[src/rtl/vfd_seq_pkg.sv]
package vfd_seq_pkg;
  localparam int DIM_W   = 10;
  localparam int CODE_W  = 6;
  localparam int CURVE_N = 2 ** CODE_W;

  typedef logic [DIM_W-1:0] dim_t;
  typedef dim_t [CURVE_N-1:0] curve_t;

  // linear default: code 0 -> 0, full code -> full dimmer
  function automatic curve_t default_curve();
    curve_t r;
    for (int c = 0; c < CURVE_N; c++)
      r[c] = dim_t'((c * (2 ** DIM_W - 1)) / (CURVE_N - 1));
    return r;
  endfunction
endpackage

[src/rtl/vfd_slot_timer.sv]
module vfd_slot_timer #(
  parameter int SLOT_CLKS  = 2048,
  parameter int GUARD_CLKS = 2,
  parameter int CNT_W      = $clog2(SLOT_CLKS)
) (
  input  logic             clk_i,
  input  logic             rst_ni,
  output logic [CNT_W-1:0] cnt_o,
  output logic             slot_o,
  output logic             slot_end_o,
  output logic             guard_end_o
);
  localparam logic [CNT_W-1:0] LAST  = CNT_W'(SLOT_CLKS - 1);
  localparam logic [CNT_W-1:0] GEDGE = CNT_W'(GUARD_CLKS - 1);

  assign slot_end_o  = (cnt_o == LAST);
  assign guard_end_o = (cnt_o == GEDGE);

  always_ff @(posedge clk_i or negedge rst_ni) begin
    if (!rst_ni) begin
      cnt_o  <= '0;
      slot_o <= 1'b0;
    end else if (slot_end_o) begin
      cnt_o  <= '0;
      slot_o <= ~slot_o;
    end else begin
      cnt_o  <= cnt_o + 1'b1;
    end
  end

  AST_SLOT_WRAP: assert property (@(posedge clk_i) disable iff (!rst_ni)
    slot_end_o |=> (cnt_o == '0) && (slot_o != $past(slot_o)));
  AST_SLOT_HOLD: assert property (@(posedge clk_i) disable iff (!rst_ni)
    !slot_end_o |=> $stable(slot_o));
endmodule

[src/rtl/vfd_dim_select.sv]
module vfd_dim_select
  import vfd_seq_pkg::*;
#(
  parameter curve_t CURVE = default_curve()
) (
  input  logic              analog_i,
  input  logic [CODE_W-1:0] code_i,
  input  logic [DIM_W-1:0]  dm_i,
  output logic [DIM_W-1:0]  dm_o
);
  assign dm_o = analog_i ? CURVE[code_i] : dm_i;
endmodule

[src/rtl/vfd_offtime_calc.sv]
module vfd_offtime_calc #(
  parameter int SPAN  = 2044,
  parameter int DIM_W = 10,
  parameter int T_W   = 11
) (
  input  logic [DIM_W-1:0] dm_i,
  output logic [T_W-1:0]   t2_o
);
  localparam longint unsigned DMAX    = (64'd1 << DIM_W) - 64'd1;
  localparam longint unsigned SPAN_U  = 64'(SPAN);
  localparam longint unsigned NUM_MAX = SPAN_U * DMAX + DMAX - 64'd1;
  localparam int              NUM_W   = $clog2(NUM_MAX + 64'd1);
  localparam int              SH      = NUM_W + DIM_W;
  // ceil(2^SH / DMAX): exact floor division for every numerator below 2^NUM_W
  localparam longint unsigned RECIP   = ((64'd1 << SH) + DMAX - 64'd1) / DMAX;
  localparam int              PROD_W  = 2 * NUM_W + 2;

  logic [NUM_W-1:0]  num;
  logic [PROD_W-1:0] prod;

  // ceil(SPAN*(DMAX-dm)/DMAX) == floor((SPAN*(DMAX-dm) + DMAX-1)/DMAX)
  assign num  = NUM_W'(SPAN_U * (DMAX - 64'(dm_i)) + DMAX - 64'd1);
  assign prod = PROD_W'(num) * PROD_W'(RECIP);
  assign t2_o = T_W'(prod >> SH);
endmodule

[src/rtl/vfd_half_duty_seq.sv]
module vfd_half_duty_seq
  import vfd_seq_pkg::*;
#(
  parameter int     SLOT_CLKS  = 2048,
  parameter int     GUARD_CLKS = 2,
  parameter int     NSEG       = 19,
  parameter curve_t CURVE      = default_curve()
) (
  input  logic                clk_i,
  input  logic                rst_ni,
  input  logic                load_i,
  input  logic [2*NSEG-1:0]   seg_data_i,
  input  logic [DIM_W-1:0]    dim_i,
  input  logic                analog_i,
  input  logic [CODE_W-1:0]   code_i,
  input  logic                blank_ni,
  output logic [NSEG-1:0]     seg_o,
  output logic                dig1_o,
  output logic                dig2_o
);
  localparam int CNT_W = $clog2(SLOT_CLKS);
  localparam int SPAN  = SLOT_CLKS - 2 * GUARD_CLKS;
  localparam logic [DIM_W-1:0] DMAX = '1;

  logic [CNT_W-1:0]  cnt_q;
  logic              slot_q, slot_end, guard_end;
  logic [2*NSEG-1:0] img_q;
  logic [DIM_W-1:0]  dm_q, eff_dm;
  logic              mode_q, armed_q, live_q;
  logic [CNT_W-1:0]  t2, t2_q;
  logic              on_win;

  vfd_slot_timer #(
    .SLOT_CLKS (SLOT_CLKS),
    .GUARD_CLKS(GUARD_CLKS),
    .CNT_W     (CNT_W)
  ) u_timer (
    .clk_i      (clk_i),
    .rst_ni     (rst_ni),
    .cnt_o      (cnt_q),
    .slot_o     (slot_q),
    .slot_end_o (slot_end),
    .guard_end_o(guard_end)
  );

  vfd_dim_select #(.CURVE(CURVE)) u_dsel (
    .analog_i(mode_q),
    .code_i  (code_i),
    .dm_i    (dm_q),
    .dm_o    (eff_dm)
  );

  vfd_offtime_calc #(.SPAN(SPAN), .DIM_W(DIM_W), .T_W(CNT_W)) u_calc (
    .dm_i(eff_dm),
    .t2_o(t2)
  );

  // host-side hold registers
  always_ff @(posedge clk_i or negedge rst_ni) begin
    if (!rst_ni) begin
      img_q   <= '0;
      dm_q    <= '0;
      mode_q  <= 1'b0;
      armed_q <= 1'b0;
    end else if (load_i) begin
      img_q   <= seg_data_i;
      dm_q    <= dim_i;
      mode_q  <= analog_i;
      armed_q <= 1'b1;
    end
  end

  // per-slot settings, frozen at the slot boundary
  always_ff @(posedge clk_i or negedge rst_ni) begin
    if (!rst_ni) begin
      t2_q   <= '0;
      live_q <= 1'b0;
    end else if (slot_end) begin
      t2_q   <= t2;
      live_q <= armed_q;
    end
  end

  // segment switch at guard end
  always_ff @(posedge clk_i or negedge rst_ni) begin
    if (!rst_ni) begin
      seg_o <= '0;
    end else if (guard_end) begin
      if (!live_q)     seg_o <= '0;
      else if (slot_q) seg_o <= img_q[2*NSEG-1:NSEG];
      else             seg_o <= img_q[NSEG-1:0];
    end
  end

  assign on_win = ({1'b0, cnt_q} >= ((CNT_W+1)'(GUARD_CLKS) + {1'b0, t2_q}));
  assign dig1_o = blank_ni & live_q & ~slot_q & on_win;
  assign dig2_o = blank_ni & live_q &  slot_q & on_win;

  AST_DIGIT_EXCL: assert property (@(posedge clk_i) disable iff (!rst_ni)
    !(dig1_o && dig2_o));
  AST_GUARD_DARK: assert property (@(posedge clk_i) disable iff (!rst_ni)
    (cnt_q < CNT_W'(GUARD_CLKS)) |-> (!dig1_o && !dig2_o));
  AST_SEG_HOLD: assert property (@(posedge clk_i) disable iff (!rst_ni)
    (cnt_q != CNT_W'(GUARD_CLKS)) |-> $stable(seg_o));
  AST_UNARMED_DARK: assert property (@(posedge clk_i) disable iff (!rst_ni)
    !live_q |-> (seg_o == '0 && !dig1_o && !dig2_o));
  AST_T2_BOUND: assert property (@(posedge clk_i) disable iff (!rst_ni)
    t2_q <= CNT_W'(SPAN));
  AST_FULL_SCALE: assert property (@(posedge clk_i) disable iff (!rst_ni)
    (eff_dm == DMAX) |-> (t2 == '0));
  AST_BLANK_DARK: assert property (@(posedge clk_i) disable iff (!rst_ni)
    !blank_ni |-> (!dig1_o && !dig2_o));
endmodule

[config.mk]
export PLATFORM = sky130hd
export DESIGN_NAME = vfd_half_duty_seq
export DESIGN_NICKNAME = d
export VERILOG_FILES = /design/src/rtl/vfd_seq_pkg.sv /design/src/rtl/vfd_slot_timer.sv /design/src/rtl/vfd_dim_select.sv /design/src/rtl/vfd_offtime_calc.sv /design/src/rtl/vfd_half_duty_seq.sv
export SDC_FILE = /design/constraint.sdc
export NUM_CORES = 1
export LEC_CHECK = 0
export CORE_UTILIZATION = 55
export CTS_CLUSTER_DIAMETER = 200
export CTS_CLUSTER_SIZE = 14
export DETAILED_ROUTE_END_ITERATION = 7
export MAX_ROUTING_LAYER = met4
export PLACE_DENSITY = 0.78
export SLEW_MARGIN = 20
export SYNTH_ARGS = -nofsm -noshare
export SYNTH_HDL_FRONTEND = slang
export SYNTH_SLANG_ARGS = --single-unit
[constraint.sdc]
create_clock -name clk_i -period 9.47 [get_ports clk_i]
set_clock_uncertainty 0.15 [all_clocks]
set_input_delay 1.894 -clock clk_i [delete_from_list [all_inputs] [get_ports clk_i]]
set_output_delay 1.894 -clock clk_i [all_outputs]
set_load 0.05 [all_outputs]
**Word level (Yosys, flattened, before mapping)**

Memory sizes are Yosys's and may differ from the RTL's.
Index checks and enable logic that the tools add are counted.

- Flip-flop bits (word level): 93
- Latch bits: 0
- RAM bits: 0
- Bits in read-only memories: 640
- Bits of input ports: 59
- Output and inout bits: 21
- Memories kept: 1

- Add/subtract/negate cells: 5
- $mul: 2
- Divide/modulo/power cells: 0
- $lt $le $gt $ge: 2
- Equal/unequal tests: 2
- Shift-type cells: 0
- Muxes and demuxes: 5
- Bitwise operators: 6
- Reductions and logical operators: 0

Memories:

| name | words | width | read ports | clocked after Yosys merged registers in | write ports | RTL line | RTL |
|---|---|---|---|---|---|---|---|
| (no name shown) | 64 | 10 | 1 | 0 | 0 | vfd_dim_select.sv:11 | `assign dm_o = analog_i ? CURVE[code_i] : dm_i;` |

Operators by type and width:

| cell | count |
|---|---|
| multiplier 9 x 64 -> 19 bit, first input constant | 1 |
| multiplier 21 x 22 -> 42 bit, second input constant | 1 |
| two-way mux 19 bit | 2 |
| adder 21 x 10 -> 21 bit, second input constant | 1 |
| subtractor 21 x 1 -> 21 bit, second input constant | 1 |
| two-way mux 10 bit | 2 |
| adder 2 x 11 -> 12 bit, first input constant | 1 |
| greater-or-equal comparator 11 x 12 -> 1 bit | 1 |
| adder 11 x 1 -> 11 bit, second input constant | 1 |
| == test 11 x 1 -> 1 bit, second input constant | 1 |
| == test 11 bit, second input constant | 1 |
| two-way mux 11 bit | 1 |
| subtractor 10 x 10 -> 11 bit, first input constant | 1 |
| < comparator 6 x 7 -> 1 bit, second input constant | 1 |
| AND 1 bit | 5 |
| inverter 1 bit | 1 |

**Depth between registers and ports, before layout**

Gate-level depths: netlist of run 1.

- Depth in word-level cells: 8
- Gate-level depth with buffers: 44
- Gate-level depth less buffers: 43

**Hierarchy**

A second synthesis of run 1 with hierarchy kept.

- Cell total of the unflattened synthesis: 966
- Area, all modules: 9778.1 um^2

Modules (own cells, without submodules):

| module | instances | cells an instance | area each (um^2) | sequential area each (um^2) |
|---|---|---|---|---|
| vfd_offtime_calc | 1 | 592 | 5286.3 | 0.0 |
| vfd_half_duty_seq | 1 | 268 | 3568.4 | 2026.9 |
| vfd_slot_timer | 1 | 53 | 590.6 | 300.3 |
| vfd_dim_select | 1 | 53 | 332.8 | 0.0 |

**Least setup slack after synthesis of run 1**

OpenSTA, ideal clock, no wires.

- Path type: input to register
- Start: in code_i[2]
- End: reg t2_q[6]
- Library setup time: 125 ps
- Data arrival time: 11504 ps
- Data required time: 9195 ps
- Setup slack: -2309 ps
- Stages: 41
- Path through: clkbuf_1 -> inv_1 -> ha_1 -> a2111o_1 -> a31oi_1 -> inv_1 -> fa_1 -> fa_1 -> fa_1 -> inv_1 -> fa_1 -> inv_1 -> ha_1 -> buf_2 -> o21a_1 -> o21ai_1 -> a21oi_1 -> a221oi_1 -> [... 5 more ...] -> ha_1 -> ha_1 -> inv_1 -> fa_1 -> fa_1 -> inv_1 -> ha_1 -> ha_1 -> ha_1 -> nand4_1 -> nor2_1 -> o311ai_0 -> o211ai_1 -> nand2_1 -> o2111ai_1 -> nand2_2 -> xnor2_1 -> mux2_4

- Longest elaborated chain between the ends: 8

RTL lines:

| element | RTL line | RTL |
|---|---|---|
| start, declared | vfd_half_duty_seq.sv:15 | `input logic [CODE_W-1:0] code_i,` |
| memory (64 x 10 bit) | n/a |  |
| two-way mux 10 bit (not written as such) | vfd_dim_select.sv:11 |  |
| two-way mux 10 bit | vfd_dim_select.sv:11 |  |
| subtractor 10 x 10 -> 11 bit | vfd_offtime_calc.sv:22 | `assign num = NUM_W'(SPAN_U * (DMAX - 64'(dm_i)) + DMAX - 64'd1);` |
| multiplier 9 x 64 -> 19 bit | vfd_offtime_calc.sv:22 |  |
| adder 21 x 10 -> 21 bit | vfd_offtime_calc.sv:22 |  |
| subtractor 21 x 1 -> 21 bit | vfd_offtime_calc.sv:22 |  |
| multiplier 21 x 22 -> 42 bit | vfd_offtime_calc.sv:23 | `assign prod = PROD_W'(num) * PROD_W'(RECIP);` |
| end signal, assigned | vfd_half_duty_seq.sv:79 | `t2_q <= t2;` |
| end, declared | vfd_half_duty_seq.sv:30 | `logic [CNT_W-1:0] t2, t2_q;` |

Every way passes these cells. The select of a mux whose other input is x is not followed.
A chain may end at the register's enable or synchronous reset.

**Worst setup path after layout of run 1**

- Start: in code_i[1]
- End: reg t2_q[5]

Same word-level chain as after synthesis.

==> results of run 1 <==
metrics by stage:
| stage | std cells | setup TNS, ps | cell area (sq um) | utilization, % | setup WS, ps |
|---|---|---|---|---|---|
| floorplan | 978 | -13230 | 10200 | - | -1410 |
| global placement | 1416 | -22180 | 12400 | 71.2 | -2130 |
| detailed placement | 1416 | -25520 | 12400 | 71.2 | -2440 |
| CTS | 1447 | -13620 | 13100 | 75.6 | -1350 |
| global route | 1460 | -19220 | 13500 | 77.6 | -1860 |
| finish | 1460 | -16780 | 13500 | 77.6 | -1670 |
critical path: cells and delay by family:
kind | cells | cell delay [ps]
and+or+nand+nor | 4 | 550
buffers and inverters | 12 | 1190
xor gates and xnor gates | 2 | 340
AOI/OAI and AO/OA | 14 | 2780
adders and majority gates | 13 | 4410
registers in the layout, summed over array words and instances, names as in the netlist:
signal,cells
armed_q,1
dm_q,10
img_q,38
live_q,1
mode_q,1
seg_o,19
t2_q,11
u_timer.cnt_o,11
u_timer.slot_o,1
cells in the final DEF, fill, tap and decap left out, types with 6 or more instances in the layout:
| cell type | n |
|---|---|
| nand2_1 | 77 |
| fa_1 | 45 |
| inv_2 | 13 |
| o21ai_0 | 33 |
| a211o_1 | 7 |
| nand3_1 | 20 |
| a21oi_1 | 18 |
| xnor2_1 | 18 |
| clkbuf_16 | 9 |
| clkdlybuf4s50_1 | 71 |
| ha_1 | 160 |
| nand3b_1 | 6 |
| buf_4 | 176 |
| mux2_2 | 67 |
| buf_6 | 13 |
| inv_1 | 109 |
| a21o_1 | 12 |
| nor2b_1 | 6 |
| ha_4 | 35 |
| nor3_1 | 7 |
| dfrtp_1 | 93 |
| inv_4 | 6 |
| mux2i_1 | 6 |
| nor2_1 | 27 |
| nand4_1 | 7 |
| fa_2 | 7 |
| xor2_1 | 24 |
| and3_1 | 10 |
| o21ai_1 | 13 |
metal layers:
| layer | vias to the layer above | share of wire, % | global-route usage, % |
|---|---|---|---|
| met1 | 4061 | 43 | 34.9 |
| met3 | 70 | 3.7 | 3.52 |
| met2 | 190 | 51 | 47.7 |
| li1 | 3882 | - | - |
| met5 | - | 0 | - |
| met4 | 0 | 3.1 | 9.30 |
path summary, 6_finish.rpt:
check / from / endpoint
setup / recovery: code_i[1] / t2_q[5]$_DFFE_PN0N_
hold / removal: armed_q$_DFFE_PN0P_ / armed_q$_DFFE_PN0P_
setup reg to reg: mode_q$_DFFE_PN0P_ / t2_q[5]$_DFFE_PN0N_
hold reg to reg: armed_q$_DFFE_PN0P_ / armed_q$_DFFE_PN0P_
max in group asynchronous: rst_ni / img_q[20]$_DFFE_PN0P_
min in group asynchronous: rst_ni / u_timer.cnt_o[3]$_DFF_PN0_
final cells by class:
cell class                      instances  area (sq um)  area share [%]
Tap cell                              225           282            2.09
Clock buffer                            9           225            1.67
Multi-Input combinational cell        731          7800            57.9
Clock inverter                          7          80.1           0.595
Antenna cell                            1          2.50          0.0186
Timing Repair Buffer                  265          2240            16.6
Sequential cell                        93          2330            17.3
Inverter                              129           507            3.76
kinds of logic after synthesis:
group / Yosys count / synth area share [%]
fa+ha+maj: 248 / 35.6
compound gates: 145 / 10.0
mux: 75 / 8.57
flops: 93 / 23.7
simple gates: 209 / 10.7
buf+inv: 154 / 5.99
xor+xnor: 54 / 5.36
what timing repair did:
action | in CTS | in global routing
pin swaps | 76 | 48
resized for setup | 86 | 68
endpoints found under the setup margin | 11 | 11
buffers inserted | 15 | 13
==> summary.txt, run 1 <==
Run status
  – Outcome: finished, violations left
  – Failing checks: negative setup slack

Synth
  – Mean post-synth cell area: 10.0 sq um
  – Synth top area share: 25.0%
  – Most frequent cell after synthesis: ha_1
  – Post-synthesis cell area: 9800 sq um
  – Post-synth EDFFs: 0
  – Register area share after synthesis: 23.7%
  – Synth top cells by count: 196 x ha_1, 129 x inv_1, 93 x dfrtp_1
  – Asr flop ratio synth: 100%
  – Yosys reg bits: 93
  – Synth unique cells: 75
  – Number of synthesis warnings: 0
  – Yosys top cell by area: ha_1
  – Largest cells by area after synthesis: ha_1 25%, dfrtp_1 24%, fa_1 11%
  – Main synth FF type: dfrtp_1
  – Synth Instances: 978
  – Total nets after synthesis: 1285

Final layout
  – Syn-to-layout area delta: 37.4%
  – # nets final: 1536
  – Fillers: 1046
  – Share of cells above drive strength 1: 34.0%

CTS
  – # hold bufs at CTS: 0
  – Max Buffers Root-to-Sink: 2
  – Root Buffer: clkbuf_16
  – Reg clk slew, reported paths: 70 ps
  – Clock sinks: 93
  – H-Tree Level Count: 3
  – Cts bufs inserted: 9
  – Clk_lat worst skew: 350 ps
  – CTS tree: built

Timing
  – Setup violations, final: 11
  – Fmax: 89.8 MHz
  – Worst Hold Slack: 327 ps
  – Hold Fails Final Rpt: 0
  – Crit path time final: 11140 ps
  – Slew Limit Fails: 0
  – Setup ws final: -1670 ps
  – Slew HR: 34.8%
  – RSZ-0062 raised after global routing: yes
  – Final period util: 118%
  – Worst Tran Pin Value: 979 ps

Setup path
  – Kind of critical path: primary input to flop
  – Worst Reg2Reg Path Length in Cells: 42
  – Worst Path Required: 9520 ps
  – Data arrival time of the worst path: 11190 ps
  – CP peak stage delay: 550 ps
  – Worst-path maximum fanout: 6
  – Worst setup EP type: flop
  – Crit-path slowest cell: fa_2
  – CP Launch Type: primary input
  – Reg2reg setup slack: -270 ps

Worst hold path
  – Worst Hold Depth: 1
  – Min-delay worst type: flop to flop

Route
  – Routed Antenna Nets: 0
  – Wirelength per Cell: 17.6 microns
  – Drt pass-1 iters: 4
  – DRC viols: 0
  – Vias per cell: 5.62
  – Total Wirelength: 25700 microns
  – Number of DRC markers in iteration 0: 411
  – Via count: 8203

Global routing
  – Total gr overflow: 0
  – GRT Total Usage: 28.2%
  – Largest net degree at the start of global routing: 77
  – Initial antenna violation count: 1
  – Vias in the first global route: 8370
  – First-pass GRT wire length: 39400 microns

Floorplanning
  – Initial Utilization: 56.5%
  – Die Area: 18400 sq um
  – Num rows: 48
  – Boundary Pins: 80
  – Die height: 135 microns
  – Width of the die: 135 microns
  – Core box area: 17400 sq um

Job
  – Max-cap violations: 0

Place
  – Port bufs: 79
  – Final HPWL DP: 18400 microns
  – Final RePlAce weighted congestion: 0.852
Power of run 1 is left out: the tool's default activity adds up to more than one toggle a clock period on the data nets, which glitch-free logic cannot reach.
==> run 2, diff against run 1 <==
Settings changed: CTS_BUF_LIST set to sky130_fd_sc_hd__clkbuf_8 sky130_fd_sc_hd__clkbuf_16.
==> results of run 2 <==
No change in the layout: final DEF, timing and power equal those of run 1.
Power of run 2 is left out for the same reason.
